`src/rtl/rtc_cal_pkg.sv`:
```
package rtc_cal_pkg;
  localparam int ADDR_W     = 6;
  localparam int DATA_W     = 16;
  localparam int NUM_FIELDS = 7;
  localparam int YEAR_W     = 7;
  localparam int IDX_W      = $clog2(NUM_FIELDS);

  localparam logic [ADDR_W-1:0] ADR_CTRL   = 6'h00;
  localparam logic [ADDR_W-1:0] ADR_STATUS = 6'h02;
  localparam logic [ADDR_W-1:0] ADR_IRQEN  = 6'h04;
  localparam logic [ADDR_W-1:0] ADR_MASK   = 6'h08;
  localparam logic [ADDR_W-1:0] ADR_TIME0  = 6'h0A;
  localparam logic [ADDR_W-1:0] ADR_ALARM0 = 6'h18;
  localparam logic [ADDR_W-1:0] ADR_PEND   = 6'h2E;
  localparam logic [ADDR_W-1:0] ADR_TRIG   = 6'h3C;

  localparam int BUSY_BIT    = 6;
  localparam int HIT_BIT     = 0;
  localparam int EN_BIT      = 0;
  localparam int ONESHOT_BIT = 2;
  localparam int DOWMASK_BIT = 4;
  localparam int PEND_BIT    = 4;

  typedef struct packed {
    logic [YEAR_W-1:0] yr;
    logic [3:0]        mon;
    logic [2:0]        dow;
    logic [4:0]        dom;
    logic [4:0]        hr;
    logic [5:0]        min;
    logic [5:0]        sec;
  } calTime_t;

  typedef struct packed {
    logic             wrTime;
    logic             wrAlarm;
    logic [IDX_W-1:0] fieldIdx;
    logic             wrIrqEn;
    logic             wrMask;
    logic             wrPending;
    logic             rdStatus;
    logic             tickTaken;
    logic             commitApply;
  } ctrlStrobe_t;

  localparam calTime_t RESET_TIME = '{yr: '0, mon: 4'd1, dow: 3'd1, dom: 5'd1,
                                      hr: '0, min: '0, sec: '0};

  function automatic logic inBank(input logic [ADDR_W-1:0] addr,
                                  input logic [ADDR_W-1:0] base);
    return (addr >= base) && ({1'b0, addr} < ({1'b0, base} + (ADDR_W+1)'(2*NUM_FIELDS)))
           && !addr[0];
  endfunction

  function automatic logic [IDX_W-1:0] bankIdx(input logic [ADDR_W-1:0] addr,
                                               input logic [ADDR_W-1:0] base);
    logic [ADDR_W-1:0] diff;
    diff = addr - base;
    return diff[IDX_W:1];
  endfunction

  function automatic logic [DATA_W-1:0] getField(input calTime_t t, input logic [IDX_W-1:0] idx);
    case (idx)
      3'd0:    return DATA_W'(t.sec);
      3'd1:    return DATA_W'(t.min);
      3'd2:    return DATA_W'(t.hr);
      3'd3:    return DATA_W'(t.dom);
      3'd4:    return DATA_W'(t.dow);
      3'd5:    return DATA_W'(t.mon);
      default: return DATA_W'(t.yr);
    endcase
  endfunction

  function automatic calTime_t setField(input calTime_t t, input logic [IDX_W-1:0] idx,
                                        input logic [DATA_W-1:0] v);
    calTime_t n;
    n = t;
    case (idx)
      3'd0:    n.sec = v[5:0];
      3'd1:    n.min = v[5:0];
      3'd2:    n.hr  = v[4:0];
      3'd3:    n.dom = v[4:0];
      3'd4:    n.dow = v[2:0];
      3'd5:    n.mon = v[3:0];
      default: n.yr  = v[YEAR_W-1:0];
    endcase
    return n;
  endfunction

  function automatic logic [4:0] daysInMonth(input logic [3:0] mon, input logic [YEAR_W-1:0] yr);
    case (mon)
      4'd2:                     return (yr[1:0] == 2'b00) ? 5'd29 : 5'd28;
      4'd4, 4'd6, 4'd9, 4'd11:  return 5'd30;
      default:                  return 5'd31;
    endcase
  endfunction

  function automatic calTime_t advance(input calTime_t t);
    calTime_t n;
    n = t;
    if (t.sec != 6'd59) n.sec = 6'(t.sec + 6'd1);
    else begin
      n.sec = '0;
      if (t.min != 6'd59) n.min = 6'(t.min + 6'd1);
      else begin
        n.min = '0;
        if (t.hr != 5'd23) n.hr = 5'(t.hr + 5'd1);
        else begin
          n.hr  = '0;
          n.dow = (t.dow >= 3'd7) ? 3'd1 : 3'(t.dow + 3'd1);
          if (t.dom < daysInMonth(t.mon, t.yr)) n.dom = 5'(t.dom + 5'd1);
          else begin
            n.dom = 5'd1;
            if (t.mon < 4'd12) n.mon = 4'(t.mon + 4'd1);
            else begin
              n.mon = 4'd1;
              n.yr  = YEAR_W'(t.yr + 1'b1);
            end
          end
        end
      end
    end
    return n;
  endfunction

  function automatic logic alarmMatch(input calTime_t t, input calTime_t a, input logic skipDow);
    return (t.sec == a.sec) && (t.min == a.min) && (t.hr == a.hr) && (t.dom == a.dom) &&
           (t.mon == a.mon) && (t.yr == a.yr) && (skipDow || (t.dow == a.dow));
  endfunction
endpackage

```
`src/rtl/rtc_cal_ctrl.sv`:
```
module rtc_cal_ctrl import rtc_cal_pkg::*; #(
  parameter int COMMIT_CYCLES = 4
) (
  input  logic              clk,
  input  logic              rst_n,
  input  logic              secTick,
  input  logic [ADDR_W-1:0] busAddr,
  input  logic              busWe,
  input  logic              busRe,
  input  logic              trigBit,
  output ctrlStrobe_t       strobes,
  output logic              busy
);
  localparam int CNT_W = (COMMIT_CYCLES > 1) ? $clog2(COMMIT_CYCLES) : 1;

  logic             busyQ;
  logic [CNT_W-1:0] cntQ;
  logic             trigWr;
  logic             timeHit;
  logic             alarmHit;

  assign trigWr   = busWe && (busAddr == ADR_TRIG) && trigBit;
  assign timeHit  = inBank(busAddr, ADR_TIME0);
  assign alarmHit = inBank(busAddr, ADR_ALARM0);

  always_ff @(posedge clk or negedge rst_n) begin
    if (!rst_n) begin
      busyQ <= 1'b0;
      cntQ  <= '0;
    end else if (!busyQ) begin
      if (trigWr) begin
        busyQ <= 1'b1;
        cntQ  <= CNT_W'(COMMIT_CYCLES - 1);
      end
    end else if (cntQ == '0) begin
      busyQ <= 1'b0;
    end else begin
      cntQ <= cntQ - 1'b1;
    end
  end

  always_comb begin
    strobes             = '0;
    strobes.wrTime      = busWe && timeHit;
    strobes.wrAlarm     = busWe && alarmHit;
    strobes.fieldIdx    = timeHit ? bankIdx(busAddr, ADR_TIME0) : bankIdx(busAddr, ADR_ALARM0);
    strobes.wrIrqEn     = busWe && (busAddr == ADR_IRQEN);
    strobes.wrMask      = busWe && (busAddr == ADR_MASK);
    strobes.wrPending   = busWe && (busAddr == ADR_PEND);
    strobes.rdStatus    = busRe && (busAddr == ADR_STATUS);
    strobes.tickTaken   = secTick && !busyQ;
    strobes.commitApply = busyQ && (cntQ == '0);
  end

  assign busy = busyQ;

  // a commit window only opens on a trigger write
  assert_busy_start_R3: assert property (@(posedge clk) disable iff (!rst_n)
    $rose(busyQ) |-> $past(trigWr));

  // the window closes only through the apply step
  assert_busy_end_R3: assert property (@(posedge clk) disable iff (!rst_n)
    $fell(busyQ) |-> $past(strobes.commitApply));
endmodule

```
`src/rtl/rtc_cal_datapath.sv`:
```
module rtc_cal_datapath import rtc_cal_pkg::*; (
  input  logic              clk,
  input  logic              rst_n,
  input  ctrlStrobe_t       strobes,
  input  logic              busy,
  input  logic [ADDR_W-1:0] busAddr,
  input  logic [DATA_W-1:0] busWdata,
  output logic [DATA_W-1:0] busRdata,
  output logic              irqOut
);
  calTime_t shadowTime, shadowAlarm, liveTime, liveAlarm;
  calTime_t mergedTime, mergedAlarm, nextTime;
  logic [NUM_FIELDS-1:0] dirtyTime, dirtyAlarm, wrTimeVec, wrAlarmVec;
  logic alarmEnQ, oneShotQ, dowMaskQ, statusQ, pendingQ;
  logic fireNow;

  // Fold dirty shadow fields into the live value for the commit
  always_comb begin
    mergedTime  = liveTime;
    mergedAlarm = liveAlarm;
    wrTimeVec   = '0;
    wrAlarmVec  = '0;
    for (int i = 0; i < NUM_FIELDS; i++) begin
      if (dirtyTime[i])
        mergedTime = setField(mergedTime, IDX_W'(i), getField(shadowTime, IDX_W'(i)));
      if (dirtyAlarm[i])
        mergedAlarm = setField(mergedAlarm, IDX_W'(i), getField(shadowAlarm, IDX_W'(i)));
      wrTimeVec[i]  = strobes.wrTime  && (strobes.fieldIdx == IDX_W'(i));
      wrAlarmVec[i] = strobes.wrAlarm && (strobes.fieldIdx == IDX_W'(i));
    end
  end

  assign nextTime = advance(liveTime);
  assign fireNow  = strobes.tickTaken && alarmEnQ && alarmMatch(nextTime, liveAlarm, dowMaskQ);

  always_ff @(posedge clk or negedge rst_n) begin
    if (!rst_n) begin
      shadowTime  <= RESET_TIME;
      shadowAlarm <= RESET_TIME;
      dirtyTime   <= '0;
      dirtyAlarm  <= '0;
    end else begin
      if (strobes.wrTime)  shadowTime  <= setField(shadowTime,  strobes.fieldIdx, busWdata);
      if (strobes.wrAlarm) shadowAlarm <= setField(shadowAlarm, strobes.fieldIdx, busWdata);
      dirtyTime  <= (strobes.commitApply ? '0 : dirtyTime)  | wrTimeVec;
      dirtyAlarm <= (strobes.commitApply ? '0 : dirtyAlarm) | wrAlarmVec;
    end
  end

  always_ff @(posedge clk or negedge rst_n) begin
    if (!rst_n) begin
      liveTime  <= RESET_TIME;
      liveAlarm <= RESET_TIME;
    end else if (strobes.commitApply) begin
      liveTime  <= mergedTime;
      liveAlarm <= mergedAlarm;
    end else if (strobes.tickTaken) begin
      liveTime  <= nextTime;
    end
  end

  always_ff @(posedge clk or negedge rst_n) begin
    if (!rst_n) begin
      alarmEnQ <= 1'b0;
      oneShotQ <= 1'b0;
      dowMaskQ <= 1'b0;
      statusQ  <= 1'b0;
      pendingQ <= 1'b0;
    end else begin
      if (strobes.wrIrqEn) begin
        alarmEnQ <= busWdata[EN_BIT];
        oneShotQ <= busWdata[ONESHOT_BIT];
      end
      if (fireNow && oneShotQ) alarmEnQ <= 1'b0;
      if (strobes.wrMask) dowMaskQ <= busWdata[DOWMASK_BIT];
      if (fireNow) statusQ <= 1'b1;
      else if (strobes.rdStatus) statusQ <= 1'b0;
      if (fireNow) pendingQ <= 1'b1;
      else if (strobes.wrPending) pendingQ <= busWdata[PEND_BIT];
    end
  end

  always_comb begin
    busRdata = '0;
    if (inBank(busAddr, ADR_TIME0))
      busRdata = getField(liveTime, bankIdx(busAddr, ADR_TIME0));
    else if (inBank(busAddr, ADR_ALARM0))
      busRdata = getField(liveAlarm, bankIdx(busAddr, ADR_ALARM0));
    else begin
      case (busAddr)
        ADR_CTRL:   busRdata[BUSY_BIT] = busy;
        ADR_STATUS: busRdata[HIT_BIT]  = statusQ;
        ADR_IRQEN: begin
          busRdata[EN_BIT]      = alarmEnQ;
          busRdata[ONESHOT_BIT] = oneShotQ;
        end
        ADR_MASK:   busRdata[DOWMASK_BIT] = dowMaskQ;
        ADR_PEND:   busRdata[PEND_BIT]    = pendingQ;
        default:    busRdata = '0;
      endcase
    end
  end

  assign irqOut = statusQ;

  // during a commit the calendar moves only on the apply step
  assert_hold_while_busy_R4: assert property (@(posedge clk) disable iff (!rst_n)
    $past(busy) && !$past(strobes.commitApply) |-> $stable(liveTime));

  // seconds wrap on an accepted tick
  assert_sec_wrap_R5: assert property (@(posedge clk) disable iff (!rst_n)
    strobes.tickTaken && (liveTime.sec == 6'd59) |=> (liveTime.sec == 6'd0));

  // a new hit requires the enable
  assert_hit_needs_en_R8: assert property (@(posedge clk) disable iff (!rst_n)
    $rose(statusQ) |-> $past(alarmEnQ));

  // one-shot hit disarms the alarm
  assert_oneshot_disarm_R10: assert property (@(posedge clk) disable iff (!rst_n)
    $rose(statusQ) && $past(oneShotQ) |-> !alarmEnQ);

  // a status read clears the status unless a hit coincides
  assert_read_clear_R11: assert property (@(posedge clk) disable iff (!rst_n)
    strobes.rdStatus && !fireNow |=> !statusQ);

  // every hit marks the pending flag
  assert_pending_mark_R12: assert property (@(posedge clk) disable iff (!rst_n)
    $rose(statusQ) |-> pendingQ);
endmodule

```
`src/rtl/rtc_calendar_top.sv`:
```
module rtc_calendar_top import rtc_cal_pkg::*; #(
  parameter int COMMIT_CYCLES = 4
) (
  input  logic              clk,
  input  logic              rst_n,
  input  logic              secTick,
  input  logic [ADDR_W-1:0] busAddr,
  input  logic              busWe,
  input  logic              busRe,
  input  logic [DATA_W-1:0] busWdata,
  output logic [DATA_W-1:0] busRdata,
  output logic              irqOut
);
  ctrlStrobe_t strobes;
  logic        busy;

  rtc_cal_ctrl #(.COMMIT_CYCLES(COMMIT_CYCLES)) ctrl_i (
    .clk     (clk),
    .rst_n   (rst_n),
    .secTick (secTick),
    .busAddr (busAddr),
    .busWe   (busWe),
    .busRe   (busRe),
    .trigBit (busWdata[0]),
    .strobes (strobes),
    .busy    (busy)
  );

  rtc_cal_datapath dp_i (
    .clk      (clk),
    .rst_n    (rst_n),
    .strobes  (strobes),
    .busy     (busy),
    .busAddr  (busAddr),
    .busWdata (busWdata),
    .busRdata (busRdata),
    .irqOut   (irqOut)
  );
endmodule

```
`config.mk`:
```
export PLATFORM = sky130hd
export DESIGN_NAME = rtc_calendar_top
export DESIGN_NICKNAME = d
export VERILOG_FILES = /design/src/rtl/rtc_cal_pkg.sv /design/src/rtl/rtc_cal_ctrl.sv /design/src/rtl/rtc_cal_datapath.sv /design/src/rtl/rtc_calendar_top.sv
export SDC_FILE = /design/constraint.sdc
export NUM_CORES = 1
export LEC_CHECK = 0
export ABC_AREA = 1
export BUFFER_PORTS_ARGS = -buffer_cell sky130_fd_sc_hd__buf_2
export CORE_UTILIZATION = 55
export CTS_BUF_LIST = sky130_fd_sc_hd__clkbuf_16
export CTS_CLUSTER_DIAMETER = 200
export DETAILED_ROUTE_END_ITERATION = 8
export GPL_TIMING_DRIVEN = 0
export PLACE_DENSITY = 0.73
export SYNTH_ARGS = -nofsm -noshare
export SYNTH_HDL_FRONTEND = slang
export SYNTH_HIERARCHICAL = 1
export SYNTH_SLANG_ARGS = --single-unit
```
`constraint.sdc`:
```
create_clock -name clk -period 3.2 [get_ports clk]
set_input_delay 0.64 -clock clk [delete_from_list [all_inputs] [get_ports clk]]
set_output_delay 0.64 -clock clk [all_outputs]
set_load 0.05 [all_outputs]
```
==> flow_metrics.tcl <==
set metrics [dict create \
    firstDrtPassIters 6 \
    vias 8938 \
    ys_seq_elements 166 \
    ys_seq_area_share_pct 44.50 \
    cpMaxStageDelayCell "o41ai_4" \
    drive_gt1_share_pct 10.14 \
    drt-initial-drc-count 1263 \
    cts_sinks 166 \
    critPathMaxFanout 12 \
    setup_viol_count_final 0 \
    synthDominantCellAreaShare_pct 41.14 \
    grt_util_met3_pct 8.582 \
    maxCapViolCount 0 \
    crit_path_end_kind "primary output" \
    final_core_util_pct 63.48 \
    syn2layout_area_growth_pct 12.37 \
    num-nets-final 1342 \
    synth_ff_type "dfrtp_1" \
    stdcell_count 1532 \
    synthCells 1245 \
    netlist_area_sq_um 9368 \
    antenna_found_initial 0 \
    vdd_drop_max_uv 436.8 \
    finalHoldViolCount 0 \
    fin_worst_skew_ns 0.008113 \
    clk_latency_ns 0.43 \
    rows 47 \
    required_ns 2.56 \
    max_freq_mhz 318.2 \
    grt_max_degree 105 \
    synth_area_leader_cell "dfrtp_1" \
    grt_pass1_wl_mm 46.42 \
    path_clk_slew_ns 0.07 \
    maxSlewHeadroom_pct 41.24 \
    status "finished clean" \
    cts_max_path_buffers 2 \
    viasPerCell 5.834 \
    grt_usage_pct 36.02 \
    antenna_cells 0 \
    chipWidth_um 132.5 \
    place_hpwl_mm 23.07 \
    grt_overflow 0 \
    cp-start-kind "input pin" \
    tightest_slew_ns 0.8813 \
    fin_crit_sh_pct 98.22 \
    htreeDepth 4 \
    top_usage_layer "met1" \
    tritoncts "done" \
    die_h_um 132.5 \
    synth_edf_count 0 \
    cts-root-buf "clkbuf_16" \
    dp_cells 1499 \
    slew_violations 0 \
    use_met2_pct 49.53 \
    powerDensity_nw_per_um2 604.5 \
    initial_core_util_pct 56.49 \
    gp_congestion 0.9740 \
    synth_warnings 6 \
    arrival_ns 2.50 \
    numCtsBuffers 17 \
    path_cells "clkbuf_4 > nor2_4 > ha_4 > inv_1 > nor2_1 > inv_2 > o22ai_2 > o41ai_4 > o2111ai_2 > buf_6" \
    path_class "in2out" \
    avgSynthCellArea_sq_um 7.524 \
    fin_setup_tns_ns 0 \
    synth.distinct_cells 50 \
    power_leakage_uw 0.005132 \
    core_area_sq_um 16580 \
    drt_wl_total_mm 30.28 \
    yosys-top-cells-area "dfrtp_1, nand2_1, o21ai_0" \
    io_buffers 25 \
    fin_crit_ns 3.143 \
    global_route.usage.met1_pct 55.32 \
    synthArstFlopShare_pct 100.0 \
    first_global_vias 7909 \
    ant_nets 0 \
    fp.dieArea_sq_um 17560 \
    drt-wirelength-per-cell_um 19.76 \
    rsz0062_at_grt "false" \
    remaining_drc_errors 0 \
    hp-class "in2async" \
    cpPeakStageDelay_ns 0.43 \
    pin_count 44 \
]
-- final timing paths --
path / from / end / slack (ns) / depth (start not counted)
max: busAddr[1] / busRdata[0] / 0.06 / 10
min: rst_n / dp_i/shadowAlarm[9] / 0.13 / 1
max reg2reg: dp_i/liveTime[25] / dp_i/irqOut / 0.22 / 19
min reg2reg: dp_i/dirtyTime[3] / dp_i/dirtyTime[3] / 0.48 / 2
max in group asynchronous: rst_n / dp_i/liveTime[17] / 2.15 / 2
min in group clk: busWdata[4] / dp_i/dowMaskQ / 0.44 / 3
-- power breakdown --
group          switching (uW)  internal [uW]  total, uW
registers                 354           2550       2900
logic                     962            496       1460
clock network             910           1090       2000
total                    2230           4140       6360
-- layout make-up --
type | instances | area [sq um]
Multi-Input combinational cell | 885 | 4462
Sequential cell | 166 | 4169
Tap cell | 220 | 275.3
Clock buffer | 17 | 425.4
Buffer | 51 | 281.5
Timing Repair Buffer | 27 | 191.4
Fill cell | 1502 | 6057
Inverter | 151 | 571.8
Clock inverter | 15 | 150.1
-- cells in the final DEF (no fill, tap or decap), drive strengths merged, types with 2 or more instances in the layout --
| cell type | Yosys | layout |
|---|---|---|
| nand3b | 4 | 4 |
| o41ai | 3 | 3 |
| nor2 | 105 | 105 |
| o221ai | 5 | 5 |
| nand2 | 336 | 336 |
| buf | 21 | 45 |
| o21ai | 131 | 131 |
| nand3 | 100 | 100 |
| nor4 | 5 | 5 |
| a211oi | 2 | 2 |
| mux2 | 4 | 4 |
| xor2 | 7 | 7 |
| clkbuf | 30 | 50 |
| conb | 1 | 9 |
| o22ai | 42 | 42 |
| nand4 | 19 | 19 |
| o211ai | 13 | 13 |
| o2111ai | 4 | 4 |
| a21oi | 60 | 60 |
| nor3 | 9 | 9 |
| dfrtp | 154 | 154 |
| clkinv | 1 | 8 |
| dfstp | 12 | 12 |
| a32oi | 2 | 2 |
| inv | 150 | 156 |
| a221oi | 2 | 2 |
| ha | 16 | 16 |
| or2 | 2 | 2 |
-- what timing repair did --
item	4_1_cts	5_1_grt
hold buffers	0	0
resized for setup	12	17
hold endpoints to repair	0	0
pin swaps	2	2
endpoints found under the setup margin	7	10
setup buffers	0	1
-- routing by layer --
metal | up-vias | wire [um]
met2 | 474 | 12450
met5 | - | 0
met4 | 0 | 775
met3 | 58 | 3342
li1 | 4234 | -
met1 | 4172 | 13710
-- synthesized netlist by cell type (5+ instances only) --
master / n
a21oi_1: 59
buf_4: 11
buf_6: 6
clkbuf_1: 30
dfrtp_1: 154
dfstp_2: 12
ha_1: 16
inv_1: 146
nand2_1: 328
nand2_2: 7
nand3_1: 95
nand4_1: 19
nor2_1: 98
nor2_2: 5
nor3_1: 7
nor4_1: 5
o211ai_1: 13
o21ai_0: 125
o21ai_1: 5
o221ai_1: 5
o22ai_1: 42
xor2_1: 7
-- registers in the layout, indices dropped and copies added (netlist names), 2 cells and up --
signal / flops
ctrl_i/cntQ: 2
dp_i/liveTime: 36
dp_i/liveAlarm: 36
dp_i/dirtyTime: 7
dp_i/dirtyAlarm: 7
dp_i/shadowTime: 36
dp_i/shadowAlarm: 36
-- through the flow --
stage	total power [uW]	instance area (sq um)	setup WS, ns	hold WS [ns]
2_1_floorplan	3813	9398	0.05292	0.3444
3_3_place_gp	4260	9798	-1.097	0.4622
3_5_place_dp	4313	9836	-0.2768	0.4669
4_1_cts	6334	10460	0.002211	0.1570
5_1_grt	6692	10530	0.005914	0.1716
6_report	6363	10530	0.05695	0.1310
-- logic make-up (layout without fill, tap and decap cells) --
| kind of cell | count (synthesis) | after routing | synth area share [%] |
|---|---|---|---|
| AO/OA/AOI/OAI | 267 | 267 | 16.03 |
| XOR/XNOR | 8 | 8 | 0.8949 |
| adder cells (fa/ha/maj) | 16 | 16 | 2.137 |
| buffers and inverters | 202 | 261 | 9.029 |
| flip-flops | 166 | 166 | 44.50 |
| multiplexers | 4 | 4 | 0.4808 |
| other | 1 | 9 | 0.04003 |
| AND/OR/NAND/NOR | 581 | 581 | 26.89 |
-- critical path: cells and delay by family --
family,cells,cell delay (ns)
AOI/OAI and AO/OA,3,0.80
adders and majority gates,1,0.23
buffers and inverters,4,0.61
and+or+nand+nor,2,0.21
No activity file was read; power rests on OpenSTA's default activity.
